`src/rtl/trig_recon_pkg.sv`:
```
package trig_recon_pkg;
  typedef enum logic [1:0] {
    EXC_ZERO = 2'b00,
    EXC_NORM = 2'b01,
    EXC_INF  = 2'b10,
    EXC_NAN  = 2'b11
  } exc_e;
endpackage

```
`src/rtl/trig_sign_flip.sv`:
```
module trig_sign_flip #(
  parameter int W = 34
) (
  input  logic [W-1:0] val_i,
  input  logic         flip_i,
  output logic [W-1:0] val_o
);
  localparam int SgnBit = W - 3;

  always_comb begin
    val_o         = val_i;
    val_o[SgnBit] = val_i[SgnBit] ^ flip_i;
  end
endmodule

```
`src/rtl/trig_octant_map.sv`:
```
module trig_octant_map #(
  parameter int W = 34
) (
  input  logic [W-1:0] sin_red_i,
  input  logic [W-1:0] cos_red_i,
  input  logic [1:0]   quad_i,
  input  logic         neg_in_i,
  output logic [W-1:0] sin_o,
  output logic [W-1:0] cos_o
);
  localparam int Lanes = 2;

  logic [W-1:0] lane_val [Lanes];
  logic         lane_neg [Lanes];
  logic [W-1:0] lane_res [Lanes];

  // lane 0 = sine, lane 1 = cosine
  always_comb begin
    unique case (quad_i)
      2'd0: begin
        lane_val[0] = sin_red_i; lane_neg[0] = 1'b0;
        lane_val[1] = cos_red_i; lane_neg[1] = 1'b0;
      end
      2'd1: begin
        lane_val[0] = cos_red_i; lane_neg[0] = 1'b0;
        lane_val[1] = sin_red_i; lane_neg[1] = 1'b1;
      end
      2'd2: begin
        lane_val[0] = sin_red_i; lane_neg[0] = 1'b1;
        lane_val[1] = cos_red_i; lane_neg[1] = 1'b1;
      end
      default: begin
        lane_val[0] = cos_red_i; lane_neg[0] = 1'b1;
        lane_val[1] = sin_red_i; lane_neg[1] = 1'b0;
      end
    endcase
    // odd function: input sign reaches the sine lane only
    lane_neg[0] = lane_neg[0] ^ neg_in_i;
  end

  for (genvar g = 0; g < Lanes; g++) begin : g_lane
    trig_sign_flip #(.W(W)) i_flip (
      .val_i  (lane_val[g]),
      .flip_i (lane_neg[g]),
      .val_o  (lane_res[g])
    );
  end

  assign sin_o = lane_res[0];
  assign cos_o = lane_res[1];
endmodule

```
`src/rtl/trig_exc_override.sv`:
```
module trig_exc_override
  import trig_recon_pkg::*;
#(
  parameter int EXP_W = 8,
  parameter int MAN_W = 23
) (
  input  logic [1:0]               exc_i,
  input  logic                     sign_i,
  input  logic [EXP_W+MAN_W+2:0]   sin_i,
  input  logic [EXP_W+MAN_W+2:0]   cos_i,
  output logic [EXP_W+MAN_W+2:0]   sin_o,
  output logic [EXP_W+MAN_W+2:0]   cos_o
);
  localparam int W = EXP_W + MAN_W + 3;
  localparam logic [EXP_W-1:0] Bias = EXP_W'((1 << (EXP_W - 1)) - 1);
  localparam logic [W-1:0] NanWord = {EXC_NAN, 1'b0, {(EXP_W+MAN_W){1'b0}}};
  localparam logic [W-1:0] OneWord = {EXC_NORM, 1'b0, Bias, {MAN_W{1'b0}}};

  always_comb begin
    unique case (exc_i)
      EXC_ZERO: begin
        sin_o = {EXC_ZERO, sign_i, {(EXP_W+MAN_W){1'b0}}};
        cos_o = OneWord;
      end
      EXC_NORM: begin
        sin_o = sin_i;
        cos_o = cos_i;
      end
      default: begin
        sin_o = NanWord;
        cos_o = NanWord;
      end
    endcase
  end
endmodule

```
`src/rtl/trig_recon_unit.sv`:
```
module trig_recon_unit #(
  parameter int EXP_W = 8,
  parameter int MAN_W = 23
) (
  input  logic                   clk_i,
  input  logic                   rst_ni,
  input  logic [EXP_W+MAN_W+2:0] sin_red_i,
  input  logic [EXP_W+MAN_W+2:0] cos_red_i,
  input  logic [2:0]             octant_i,
  input  logic                   sign_i,
  input  logic [1:0]             exc_i,
  output logic [EXP_W+MAN_W+2:0] sin_o,
  output logic [EXP_W+MAN_W+2:0] cos_o
);
  localparam int W = EXP_W + MAN_W + 3;

  logic [W-1:0] sin_map, cos_map, sin_fin, cos_fin;

  trig_octant_map #(.W(W)) i_map (
    .sin_red_i (sin_red_i),
    .cos_red_i (cos_red_i),
    .quad_i    (octant_i[2:1]),
    .neg_in_i  (sign_i),
    .sin_o     (sin_map),
    .cos_o     (cos_map)
  );

  trig_exc_override #(.EXP_W(EXP_W), .MAN_W(MAN_W)) i_exc (
    .exc_i  (exc_i),
    .sign_i (sign_i),
    .sin_i  (sin_map),
    .cos_i  (cos_map),
    .sin_o  (sin_fin),
    .cos_o  (cos_fin)
  );

  always_ff @(posedge clk_i or negedge rst_ni) begin
    if (!rst_ni) begin
      sin_o <= '0;
      cos_o <= '0;
    end else begin
      sin_o <= sin_fin;
      cos_o <= cos_fin;
    end
  end
endmodule

```
`config.mk`:
```
export PLATFORM = sky130hd
export DESIGN_NAME = trig_recon_unit
export DESIGN_NICKNAME = d
export VERILOG_FILES = /design/src/rtl/trig_recon_pkg.sv /design/src/rtl/trig_sign_flip.sv /design/src/rtl/trig_octant_map.sv /design/src/rtl/trig_exc_override.sv /design/src/rtl/trig_recon_unit.sv
export SDC_FILE = /design/constraint.sdc
export NUM_CORES = 1
export LEC_CHECK = 0
export BUFFER_PORTS_ARGS = -buffer_cell sky130_fd_sc_hd__buf_2
export CORE_MARGIN = 2
export CORE_UTILIZATION = 23
export DETAILED_ROUTE_END_ITERATION = 6
export SYNTH_ARGS = -nofsm -noshare
export SYNTH_HDL_FRONTEND = slang
export SYNTH_SLANG_ARGS = --single-unit
```
`constraint.sdc`:
```
create_clock -name clk_i -period 0.8 [get_ports clk_i]
set_clock_uncertainty 0.1 [all_clocks]
set_input_delay 0.12 -clock clk_i [delete_from_list [all_inputs] [get_ports clk_i]]
set_output_delay 0.12 -clock clk_i [all_outputs]
set_load 0.05 [all_outputs]
```
* After elaboration in Yosys (flattened, before gate mapping)
Index checks and enable logic that the tools add are counted.
Cells by class: $lt $le $gt $ge 0, muxes and demuxes 4, add/sub/neg operators 0, $mul 0, equality and inequality tests 3, div/mod/pow operators 0, reduce and logical (&&, ||, !) cells 3, bitwise logic cells 3, shift operators 0
Operators by type and width (number):
- $pmux 34 s2 | 2
- $mux 68 | 1
- $pmux 2 s3 | 1
- $eq 2x1->1 const B | 2
- $logic_not 2->1 | 2
- $xor 1x1->1 | 3
- $eq 2x2->1 const B | 1
- $reduce_or 2->1 | 1
Word-level totals: memory bits (read-only) 0, bits in registers 68, input bits 76, output and inout port bits 68, latch bits 0, bits in writable memories 0, memories kept 0

* Depth between registers and ports, before layout
Gate-level depths: netlist of the first run.
depth in word-level cells 5, gate-level depth with buffers 8, mapped depth without buffers 6

* By module
Synthesis of the first run repeated with hierarchy kept, for this count alone.
Unflattened totals: cell total of the unflattened synthesis 303, area, all modules 3642.2 µm²
Modules (own cells, without submodules):
- trig_recon_unit | area each 1701.6 µm², cells an instance 68, instances 1, sequential area each 1701.6 µm²
- trig_octant_map | area each 903.4 µm², cells an instance 82, instances 1, sequential area each 0.0 µm²
- trig_exc_override | area each 524.3 µm², cells an instance 85, instances 1, sequential area each 0.0 µm²
- trig_sign_flip | area each 256.5 µm², cells an instance 34, instances 2, sequential area each 0.0 µm²

* Worst setup path after synthesis of the first run
No wires, ideal clock.
path kind input-to-reg, start point in octant_i[1], end point reg cos_o[33], arrival time 1119 ps, setup time 118 ps, data required time 582 ps, stages on the path 8, path slack -537 ps, cell sequence inv_1 > ha_1 > or2_1 > buf_6 > buf_6 > nand2_1 > nand2_1 > a21o_1
On the way: longest elaborated chain between the ends 4, elaborated cells on any way between the ends 5, those cells by class 1 x eq/ne; 2 x mux; 2 x reduce/logical
Ends and longest elaborated chain:
- start, declared | RTL line trig_recon_unit.sv:9 | input logic [2:0] octant_i,
- $eq 2x2->1 or $logic_not 2->1 (tied branches) | RTL line trig_octant_map.sv:19 | unique case (quad_i)
- $reduce_or 2->1 (no line) (*)
- $mux 68 (*) | RTL line trig_octant_map.sv:19
- $pmux 34 s2 (*) | RTL line trig_exc_override.sv:20 | unique case (exc_i)
- named net cos_fin[33] | RTL line trig_recon_unit.sv:17 | logic [W-1:0] sin_map, cos_map, sin_fin, cos_fin;
- end signal, assigned | RTL line trig_recon_unit.sv:43 | cos_o <= cos_fin;
- end, declared | RTL line trig_recon_unit.sv:13 | output logic [EXP_W+MAN_W+2:0] cos_o
Mark *: on every way through the listed nets, which the timed path passes. The rest lies on a longest branch.

* Final worst setup path of the first run
start point in octant_i[2], end point reg sin_o[31]
On the way: longest elaborated chain between the ends 5, elaborated cells on any way between the ends 9, those cells by class 2 x eq/ne; 3 x mux; 2 x bitwise; 2 x reduce/logical
Ends and longest elaborated chain:
- $eq 2x2->1 (tied with other cells) | RTL line trig_octant_map.sv:19
- $pmux 2 s3 or $reduce_or 2->1 (tied branches)
- $xor 1x1->1 or $mux 68 (tied branches) | RTL line trig_octant_map.sv:38, trig_octant_map.sv:19
- $xor 1x1->1 (*) | RTL line trig_sign_flip.sv:12 | val_o[SgnBit] = val_i[SgnBit] ^ flip_i;
- $pmux 34 s2 (*) | RTL line trig_exc_override.sv:20
- named net i_exc.sin_o[31] | RTL line trig_exc_override.sv:11 | output logic [EXP_W+MAN_W+2:0] sin_o,
- end signal, assigned | RTL line trig_recon_unit.sv:42 | sin_o <= sin_fin;
- end, declared | RTL line trig_recon_unit.sv:12 | output logic [EXP_W+MAN_W+2:0] sin_o,
Marked as above.

==> results.toml, run 1 <==
[clock_tree]
clockRootBuffer = "sky130_fd_sc_hd__clkbuf_16"
clock_slew_at_reported_path_ffs_ps = 60
tritoncts = "done"
clock_tree.htree_level_count = 3
numCtsBuffers = 9
cts_hold_buf = 31
cts_buffer_depth = 2
clock_sink_count = 68

[layout]
final_net_count = 593
commonest_non_fill_non_tap_cell_in_the_layout = "sky130_fd_sc_hd__buf_2"
flow.area_growth_from_synthesis_pct = 119.0
postLayoutCoreUtil_pct = 51.85
antenna-diode-count = 0
post_route_cell_area_um2 = 6254
layout-drive-gt1-share_pct = 79.88
seqCellArea_um2 = 1785
fillers = 1002
multi_input_area_um2 = 1728
final_cell_mix = "72 x sky130_fd_sc_hd__buf_2, 69 x sky130_fd_sc_hd__buf_6, 67 x sky130_fd_sc_hd__dfrtp_2"

[die]
placementRows = 40
die_area_um2 = 13320
top_level_ports = 144
chipWidth_um = 115.4
die_ht_um = 115.4
fp.coreArea_um2 = 12060
initial_util_pct = 23.67

[sta]
worst_hold_margin_ps = -53.10
timing.final.crit_period_ps = 1142
maxClockFrequency_ghz = 0.8759
slew_headroom_pct = 80.14
final_report_setup_violation_count = 136
worst-slew-pin-transition_ps = 297.9
final.setup.worst_slack_ps = -341.7
finalMaxSlewViolations = 0
finalHoldViolCount = 47
final.period_utilization_pct = 142.7
grt_setup_unrepaired = "true"

[global_route]
antenna_found_initial = 0
grt_first_pass_wirelength_um = 17370
grt-ovfl-total = 0
grt_util_all_layers_pct = 17.58
grt_max_degree = 43
grt_pass1_vias = 3282

[min_path]
timing.hold.worst.class = "in2reg"

[placement]
finalWeightedCongestion = 0.7285
detailed_place.area_um2 = 4029
dp_hpwl_um = 5982
io_buffers = 142

[drt]
initialDrtViolationCount = 164
antenna_left = 0
route.detailed.wl_per_inst_um = 17.14
vias_per_cell = 4.527
remaining_drc_errors = 0
drt_first_pass_iters = 4
routed_wl_um = 11740
detailroute.via_count = 3101

[yosys]
synth.net_count = 392
synth_top_cell_area_share_pct = 59.60
synthesis.area_um2 = 2855
synth.largest_area_cell = "sky130_fd_sc_hd__dfrtp_1"
synth.yosys.seq_area_share_pct = 59.60
mean_instance_size_in_the_synthesized_netlist_um2 = 9.122
synthesis.yosys.warnings = 0
netlist_instances = 313
synth-seq-cells = 68
synth_top_cells_by_area = "sky130_fd_sc_hd__dfrtp_1 60%, sky130_fd_sc_hd__nand2_1 18%, sky130_fd_sc_hd__a21oi_1 9.6%"
netlist-cell-type-count = 23

[pwr]
power.leakage_nw = 2.895
p_per_area_nw_per_um2 = 1718
ir_worst_vdd_mv = 0.8200
power_mw = 10.74

[outcome]
violations = "negative hold slack, negative setup slack"
outcome = "complete, but fails checks"

[worst_setup_path]
path_max_fanout = 5
cp-end-kind = "flip-flop"
worst_ep_required_time_ps = 910
timing.critical_path.arrival_ps = 1250
critPathLaunchType = "input pin"
worst-setup-path-type = "in2reg"

[run]
timing.max_cap.violations = 0
[logic make-up (layout without fill, tap and decap cells)]
kind of cell	Yosys count	after routing	share of synthesized area (%)
muxes	3	3	1.096
DFF	68	68	59.60
and+or+nand+nor	145	145	19.72
xor gates and xnor gates	2	2	0.6136
buffers and inverters	25	229	5.303
adders and majority gates	3	3	1.315
AOI/OAI and AO/OA	67	67	12.36
[final timing paths]
path	startpoint	end	slack (ps)	cells past startpoint
setup / recovery	octant_i[2]	sin_o[31]	-340	9
hold / removal	cos_red_i[32]	cos_o[32]	-50	3
min in group asynchronous	rst_ni	sin_o[11]	250	3
max in group asynchronous	rst_ni	sin_o[28]	100	3
[repair_timing]
action / CTS / global route
pin swaps: 64 / 25
hold endpoints to repair: 133 / 48
endpoints found under the setup margin: 136 / 136
setup buffers: 12 / 3
gates resized for setup: 307 / 54
cloned: 12 / 0
[cell type report]
class                           count  share of cell area, %
Inverter                            2                 0.4002
Multi-Input combinational cell    220                  27.63
Sequential cell                    68                  28.55
Clock buffer                       12                  4.262
Clock inverter                      2                 0.1601
Timing Repair Buffer              213                  35.63
Tap cell                          168                  3.361
[report_power, final]
| part | total, mW | switching [mW] | internal, mW | leakage [nW] |
|---|---|---|---|---|
| clock network | 3.69 | 1.39 | 2.30 | 0.140 |
| logic | 3.30 | 1.86 | 1.44 | 1.95 |
| registers | 3.74 | 0.0956 | 3.65 | 0.802 |
| total | 10.7 | 3.35 | 7.39 | 2.89 |
[registers in the layout, summed over array words and instances, names as in the netlist]
name,count
sin_o,34
cos_o,34
[cell usage after synthesis]
cell type / instances
sky130_fd_sc_hd__nand2_1: 136
sky130_fd_sc_hd__dfrtp_1: 68
sky130_fd_sc_hd__a21oi_1: 55
sky130_fd_sc_hd__a31oi_1: 8
sky130_fd_sc_hd__buf_2: 7
sky130_fd_sc_hd__clkbuf_1: 7
sky130_fd_sc_hd__buf_6: 6
sky130_fd_sc_hd__a21o_1: 3
sky130_fd_sc_hd__ha_1: 3
sky130_fd_sc_hd__nor2_1: 3
sky130_fd_sc_hd__buf_1: 2
sky130_fd_sc_hd__inv_1: 2
sky130_fd_sc_hd__mux2i_1: 2
sky130_fd_sc_hd__xor2_1: 2
sky130_fd_sc_hd__and3b_1: 1
sky130_fd_sc_hd__buf_4: 1
sky130_fd_sc_hd__mux2_2: 1
sky130_fd_sc_hd__nand2b_1: 1
sky130_fd_sc_hd__nand3b_1: 1
sky130_fd_sc_hd__nor2_2: 1
sky130_fd_sc_hd__nor2b_1: 1
sky130_fd_sc_hd__o21ai_1: 1
sky130_fd_sc_hd__or2_1: 1
[through the flow]
stage               worst slack, ps  TNS [ps]  cells  hold WS [ps]
finish                       -341.7    -36510    685        -53.10
global route                 -363.0    -40100    685        -62.25
detailed placement           -750.2    -48420    617         30.62
global placement             -721.3    -46300    617         29.82
CTS                          -337.9    -36490    686        -77.93
floorplan                    -414.9    -26170    313        -275.6
[layer usage]
metal | global-route usage, % | wire length (um) | up-vias
li1 | - | - | 1410
met1 | 19.87 | 4559 | 1558
met2 | 31.19 | 6278 | 118
met3 | 5.596 | 729 | 15
met4 | 6.185 | 176 | 0
met5 | 0 | 0 | -
[worst max-delay path, stage by stage]
cell and delay (ps):
sky130_fd_sc_hd__buf_12 90, sky130_fd_sc_hd__inv_6 30, sky130_fd_sc_hd__ha_4 150, sky130_fd_sc_hd__buf_6 110
sky130_fd_sc_hd__nor2_4 140, sky130_fd_sc_hd__buf_12 140, sky130_fd_sc_hd__a31oi_4 80, sky130_fd_sc_hd__o21ai_2 80
sky130_fd_sc_hd__mux2_4 310
No activity file was read; power rests on OpenSTA's default activity.
==> run 2, diff against run 1 <==
--- a/config.mk
+++ b/config.mk
@@ -5,6 +5,7 @@
 export SDC_FILE = /design/constraint.sdc
 export NUM_CORES = 1
 export LEC_CHECK = 0
+export ABC_AREA = 1
 export BUFFER_PORTS_ARGS = -buffer_cell sky130_fd_sc_hd__buf_2
 export CORE_MARGIN = 2
 export CORE_UTILIZATION = 23
==> results.toml, run 2 <==
[worst_setup_path]
timing.critical_path.arrival_ps = 900
worst-path-stages = 1
critical_path.startpoint = "sin_o[17]"
cp-end-kind = "primary output"
path_max_fanout = 1
worst_ep_required_time_ps = 580
worst-setup-path-type = "reg2out"
critical-path-max-stage-delay_ps = 420
crit_family = "flip-flops"
worstSetupEndpoint = "sin_o[17]"
cp.buffers_inverters = 1
critPathLaunchType = "flip-flop"
crit_path_max_delay_cell_type = "sky130_fd_sc_hd__dfrtp_2"
critical_path.cell_chain = "buf_12"

[layout]
largest_registers = "cos_o (34), sin_o (34)"
layout-drive-gt1-share_pct = 77.00
final_net_count = 587
final_cell_mix = "75 x sky130_fd_sc_hd__buf_6, 71 x sky130_fd_sc_hd__buf_2, 67 x sky130_fd_sc_hd__dfrtp_2"
layout.cells.non_filler = 681
antenna-diode-count = 0
flow.area_growth_from_synthesis_pct = 111.4
commonest_non_fill_non_tap_cell_in_the_layout = "sky130_fd_sc_hd__buf_6"

[placement]
finalWeightedCongestion = 0.7963
dp_hpwl_um = 6142
place.detailed.instances = 630
io_buffers = 142

[clock_tree]
clock_tree.htree_level_count = 3
clockRootBuffer = "sky130_fd_sc_hd__clkbuf_16"
clock_sink_count = 68
tritoncts = "done"
cts_hold_buf = 2
clock_slew_at_reported_path_ffs_ps = 60
numCtsBuffers = 9
cts_buffer_depth = 2

[sta]
final.period_utilization_pct = 139.5
worst-slew-pin-transition_ps = 247.1
final_report_setup_violation_count = 136
timing.final.crit_period_ps = 1116
finalMaxSlewViolations = 0
finalHoldViolCount = 60
finalSetupTns_ps = -30840
worst_hold_margin_ps = -52.81
grt_setup_unrepaired = "true"
slew_headroom_pct = 83.51
maxClockFrequency_ghz = 0.8963
final.setup.worst_slack_ps = -315.7

[yosys]
synth.net_count = 407
leading_cell_types_by_count_after_synthesis = "119 x sky130_fd_sc_hd__nor2_1, 68 x sky130_fd_sc_hd__dfrtp_1, 61 x sky130_fd_sc_hd__o21ai_0"
synth.yosys.seq_area_share_pct = 58.75
mean_instance_size_in_the_synthesized_netlist_um2 = 8.831
ys_dominant_reg_cell = "sky130_fd_sc_hd__dfrtp_1"
synth.largest_area_cell = "sky130_fd_sc_hd__dfrtp_1"
synth_top_cells_by_area = "sky130_fd_sc_hd__dfrtp_1 59%, sky130_fd_sc_hd__nor2_1 15%, sky130_fd_sc_hd__o21ai_0 11%"
synthesis.yosys.warnings = 0
synthArstFlopShare_pct = 100.0
synth-seq-cells = 68
netlist_instances = 328
synthesis.area_um2 = 2897
netlist-cell-type-count = 17
yosys.cell_count.top_type = "sky130_fd_sc_hd__nor2_1"
synth_top_cell_area_share_pct = 58.75
synth-edff-count = 0

[outcome]
outcome = "complete, but fails checks"
violations = "negative hold slack, negative setup slack"

[global_route]
grt_pass1_vias = 3276
grt-ovfl-total = 0
grt_max_degree = 35
grt_first_pass_wirelength_um = 17090
antenna_found_initial = 0
grt_util_all_layers_pct = 17.09

[pwr]
p_switching_mw = 3.555
ir_worst_vdd_mv = 0.8116
intPower_mw = 8.123
power.leakage_nw = 2.662
power_frac_comb_pct = 29.0
p_per_area_nw_per_um2 = 1907
clock_power_share_pct = 38.8
swShare_pct = 30.44
seq_power_share_pct = 32.3

[drt]
vias_per_cell = 4.496
route.detailed.wl_per_inst_um = 17.11
routed_wl_um = 11650
initialDrtViolationCount = 191
remaining_drc_errors = 0
drt_first_pass_iters = 4
detailroute.via_count = 3062
antenna_left = 0

[die]
initial_util_pct = 23.82
top_level_ports = 144
placementRows = 40
fp.coreArea_um2 = 12160
chipWidth_um = 116.2
die_ht_um = 116.2
die_area_um2 = 13510

[run]
timing.max_cap.violations = 0

[min_path]
worst_hold_path_startpoint = "cos_red_i[18]"
timing.hold.worst.class = "in2reg"
run 2: worst min-delay path by stage:
| stage | endpoint | slack [ps] | depth (start not counted) |
|---|---|---|---|
| CTS | cos_o[32] | -80 | 3 |
| global placement | cos_o[6] | -130 | 1 |
| global route | cos_o[22] | -50 | 3 |
| detailed placement | cos_o[6] | -130 | 1 |
| floorplan | cos_o[0] | -280 | 0 |
| finish | sin_o[18] | -50 | 3 |
run 2: repair_timing:
item	4_1_cts	5_1_grt
buffers inserted	18	6
hold endpoints to repair	134	57
pin swaps	52	44
gates cloned	16	2
gates resized for setup	323	80
endpoints found under the setup margin	136	136
run 2: routing by layer:
metal	vias up	track usage, %	share of wire (%)
li1	1422	-	-
met1	1515	19.84	40
met2	106	30.39	53
met3	19	3.269	4.7
met4	0	7.937	2.2
met5	-	0	0
run 2: final cells by class:
type,count,area (um2)
Tap cell,168,210.2
Clock inverter,7,115.1
Timing Repair Buffer,189,1998
Fill cell,1054,6037
Clock buffer,9,225.2
Sequential cell,68,1785
Inverter,11,70.07
Multi-Input combinational cell,229,1720
run 2: stage by stage:
step	cell area, um2	worst slack, ps	hold WS [ps]	power, mW	utilization (%)
2_1_floorplan	3023	-255.3	-275.6	5.042	-
3_3_place_gp	4014	-536.5	-125.5	5.703	33.00
3_5_place_dp	4014	-560.4	-126.4	5.750	33.00
4_1_cts	6023	-340.4	-78.26	11.66	49.53
5_1_grt	6125	-341.7	-50.41	12.08	50.36
6_report	6125	-315.7	-52.81	11.68	50.36
run 2: logic make-up (layout without fill, tap and decap cells):
family                     count (synthesis)  after routing  share of synthesized area [%]
adders and majority gates                  3              3                          1.296
buffers and inverters                     32            216                          6.436
AOI/OAI and AO/OA                         77             77                          13.30
and+or+nand+nor                          148            149                          20.22
DFF                                       68             68                          58.75
run 2: tightest hold or removal path, stage by stage:
cell                     delay [ps]
sky130_fd_sc_hd__buf_2          110
sky130_fd_sc_hd__nor2_4          40
sky130_fd_sc_hd__nor2_1          70
run 2: power groups by stage:
stage,combinational [mW],sequential [mW],clock (mW)
3_5_place_dp,1.97,3.78,0
3_3_place_gp,1.93,3.77,0
6_report,3.38,3.77,4.53
4_1_cts,3.29,3.77,4.60
2_1_floorplan,0.549,4.49,0
5_1_grt,3.56,3.78,4.75
==> run 3, diff against run 2 <==
==> constraint.sdc (replaced) <==
create_clock -name clk_i -period 1.4 [get_ports clk_i]
set_clock_uncertainty 0.1 [all_clocks]
set_input_delay 0.21 -clock clk_i [delete_from_list [all_inputs] [get_ports clk_i]]
set_output_delay 0.21 -clock clk_i [all_outputs]
set_load 0.05 [all_outputs]
==> results.toml, run 3 (synthesis gave the netlist of run 2 again) <==
[outcome]
outcome = "complete, no violations"

[sta]
worst_hold_margin_ps = 24.84
final_report_setup_violation_count = 0
worst-slew-pin-transition_ps = 399.6
final.period_utilization_pct = 88.60
finalHoldViolCount = 0
finalMaxSlewViolations = 0
grt_setup_unrepaired = "false"
slew_headroom_pct = 73.36
maxClockFrequency_ghz = 0.8062
timing.final.crit_period_ps = 1240

[pwr]
power_mw = 5.826
p_per_area_nw_per_um2 = 1388
ir_worst_vdd_mv = 0.4604
power.leakage_nw = 2.271

[global_route]
grt_max_degree = 69
grt_util_all_layers_pct = 12.36
antenna_found_initial = 0
grt-ovfl-total = 0
grt_first_pass_wirelength_um = 13030
grt_pass1_vias = 2814

[clock_tree]
postCtsSetupRepairBufs = 0
post_cts.resized_instances = 0
clockRootBuffer = "sky130_fd_sc_hd__clkbuf_16"
numCtsBuffers = 9
cts_buffer_depth = 2
clock_sink_count = 68
clock_slew_at_reported_path_ffs_ps = 60
tritoncts = "done"
clock_tree.htree_level_count = 3
cts_hold_buf = 1

[drt]
remaining_drc_errors = 0
drt_first_pass_iters = 4
initialDrtViolationCount = 149
vias_per_cell = 4.261
antenna_left = 0
route.detailed.wl_per_inst_um = 12.77
detailroute.via_count = 2744
routed_wl_um = 8225

[run]
timing.max_cap.violations = 0

[layout]
antenna-diode-count = 0
post_route_cell_area_um2 = 4198
largest_registers = "cos_o (34), sin_o (34)"
final_net_count = 550
flow.area_growth_from_synthesis_pct = 44.92
final_cell_mix = "141 x sky130_fd_sc_hd__buf_2, 119 x sky130_fd_sc_hd__nor2_1, 68 x sky130_fd_sc_hd__dfrtp_1"
layout-drive-gt1-share_pct = 36.34
commonest_non_fill_non_tap_cell_in_the_layout = "sky130_fd_sc_hd__buf_2"

[worst_setup_path]
critical_path.cell_chain = "buf_2"
crit_family = "flip-flops"
cp-end-kind = "primary output"
worst_ep_required_time_ps = 1090
critPathLaunchType = "flip-flop"
worst-setup-path-type = "reg2out"
timing.critical_path.arrival_ps = 930
critical-path-max-stage-delay_ps = 330
crit_path_max_delay_cell_type = "sky130_fd_sc_hd__dfrtp_1"
path_max_fanout = 1
cp.buffers_inverters = 1

[placement]
finalWeightedCongestion = 0.7477
dp_hpwl_um = 5933
detailed_place.area_um2 = 3837
io_buffers = 142

[die]
top_level_ports = 144
placementRows = 40
chipWidth_um = 116.2
die_ht_um = 116.2
die_area_um2 = 13510
initial_util_pct = 23.82
fp.coreArea_um2 = 12160

[min_path]
timing.hold.worst.class = "in2reg"
==> run 3: routing by layer <==
| metal | GRT usage [%] | part of all wire (%) |
|---|---|---|
| met4 | 7.063 | 2.5 |
| met3 | 2.491 | 5.8 |
| met2 | 21.59 | 50 |
| met1 | 14.05 | 41 |
| met5 | 0 | 0 |
==> run 3: final cells by class <==
class | count | area (um2)
clock buffer | 10 | 239.0
clock inverter | 6 | 111.4
multi-input combinational | 228 | 1008
timing repair buffer | 153 | 885.9
sequential | 68 | 1702
inverter | 11 | 41.29
fill | 1288 | 7964
tap | 168 | 210.2
==> run 3: per-stage QoR <==
stage               setup WS (ps)  util [%]  TNS, ps  cells
CTS                         142.3     34.52        0    644
floorplan                   122.9         -        0    328
global placement           -64.40     31.55   -558.8    627
global route                127.6     34.52        0    644
detailed placement         -147.8     31.55    -3502    627
finish                      159.6     34.52        0    644
==> run 3: worst paths after layout <==
path | start | depth (start not counted) | to | slack [ps]
worst max-delay path | sin_o[24] | 1 | sin_o[24] | 160
worst min-delay path | cos_red_i[32] | 3 | cos_o[32] | 20
max in group asynchronous | rst_ni | 3 | sin_o[26] | 550
min in group asynchronous | rst_ni | 3 | cos_o[31] | 310
==> run 3: power by group <==
part / leakage, nW / switching, mW / internal [mW]
Combinational: 1.21 / 0.791 / 0.301
Clock: 0.169 / 0.845 / 1.79
Sequential: 0.892 / 0.0264 / 2.08
Total: 2.27 / 1.66 / 4.16
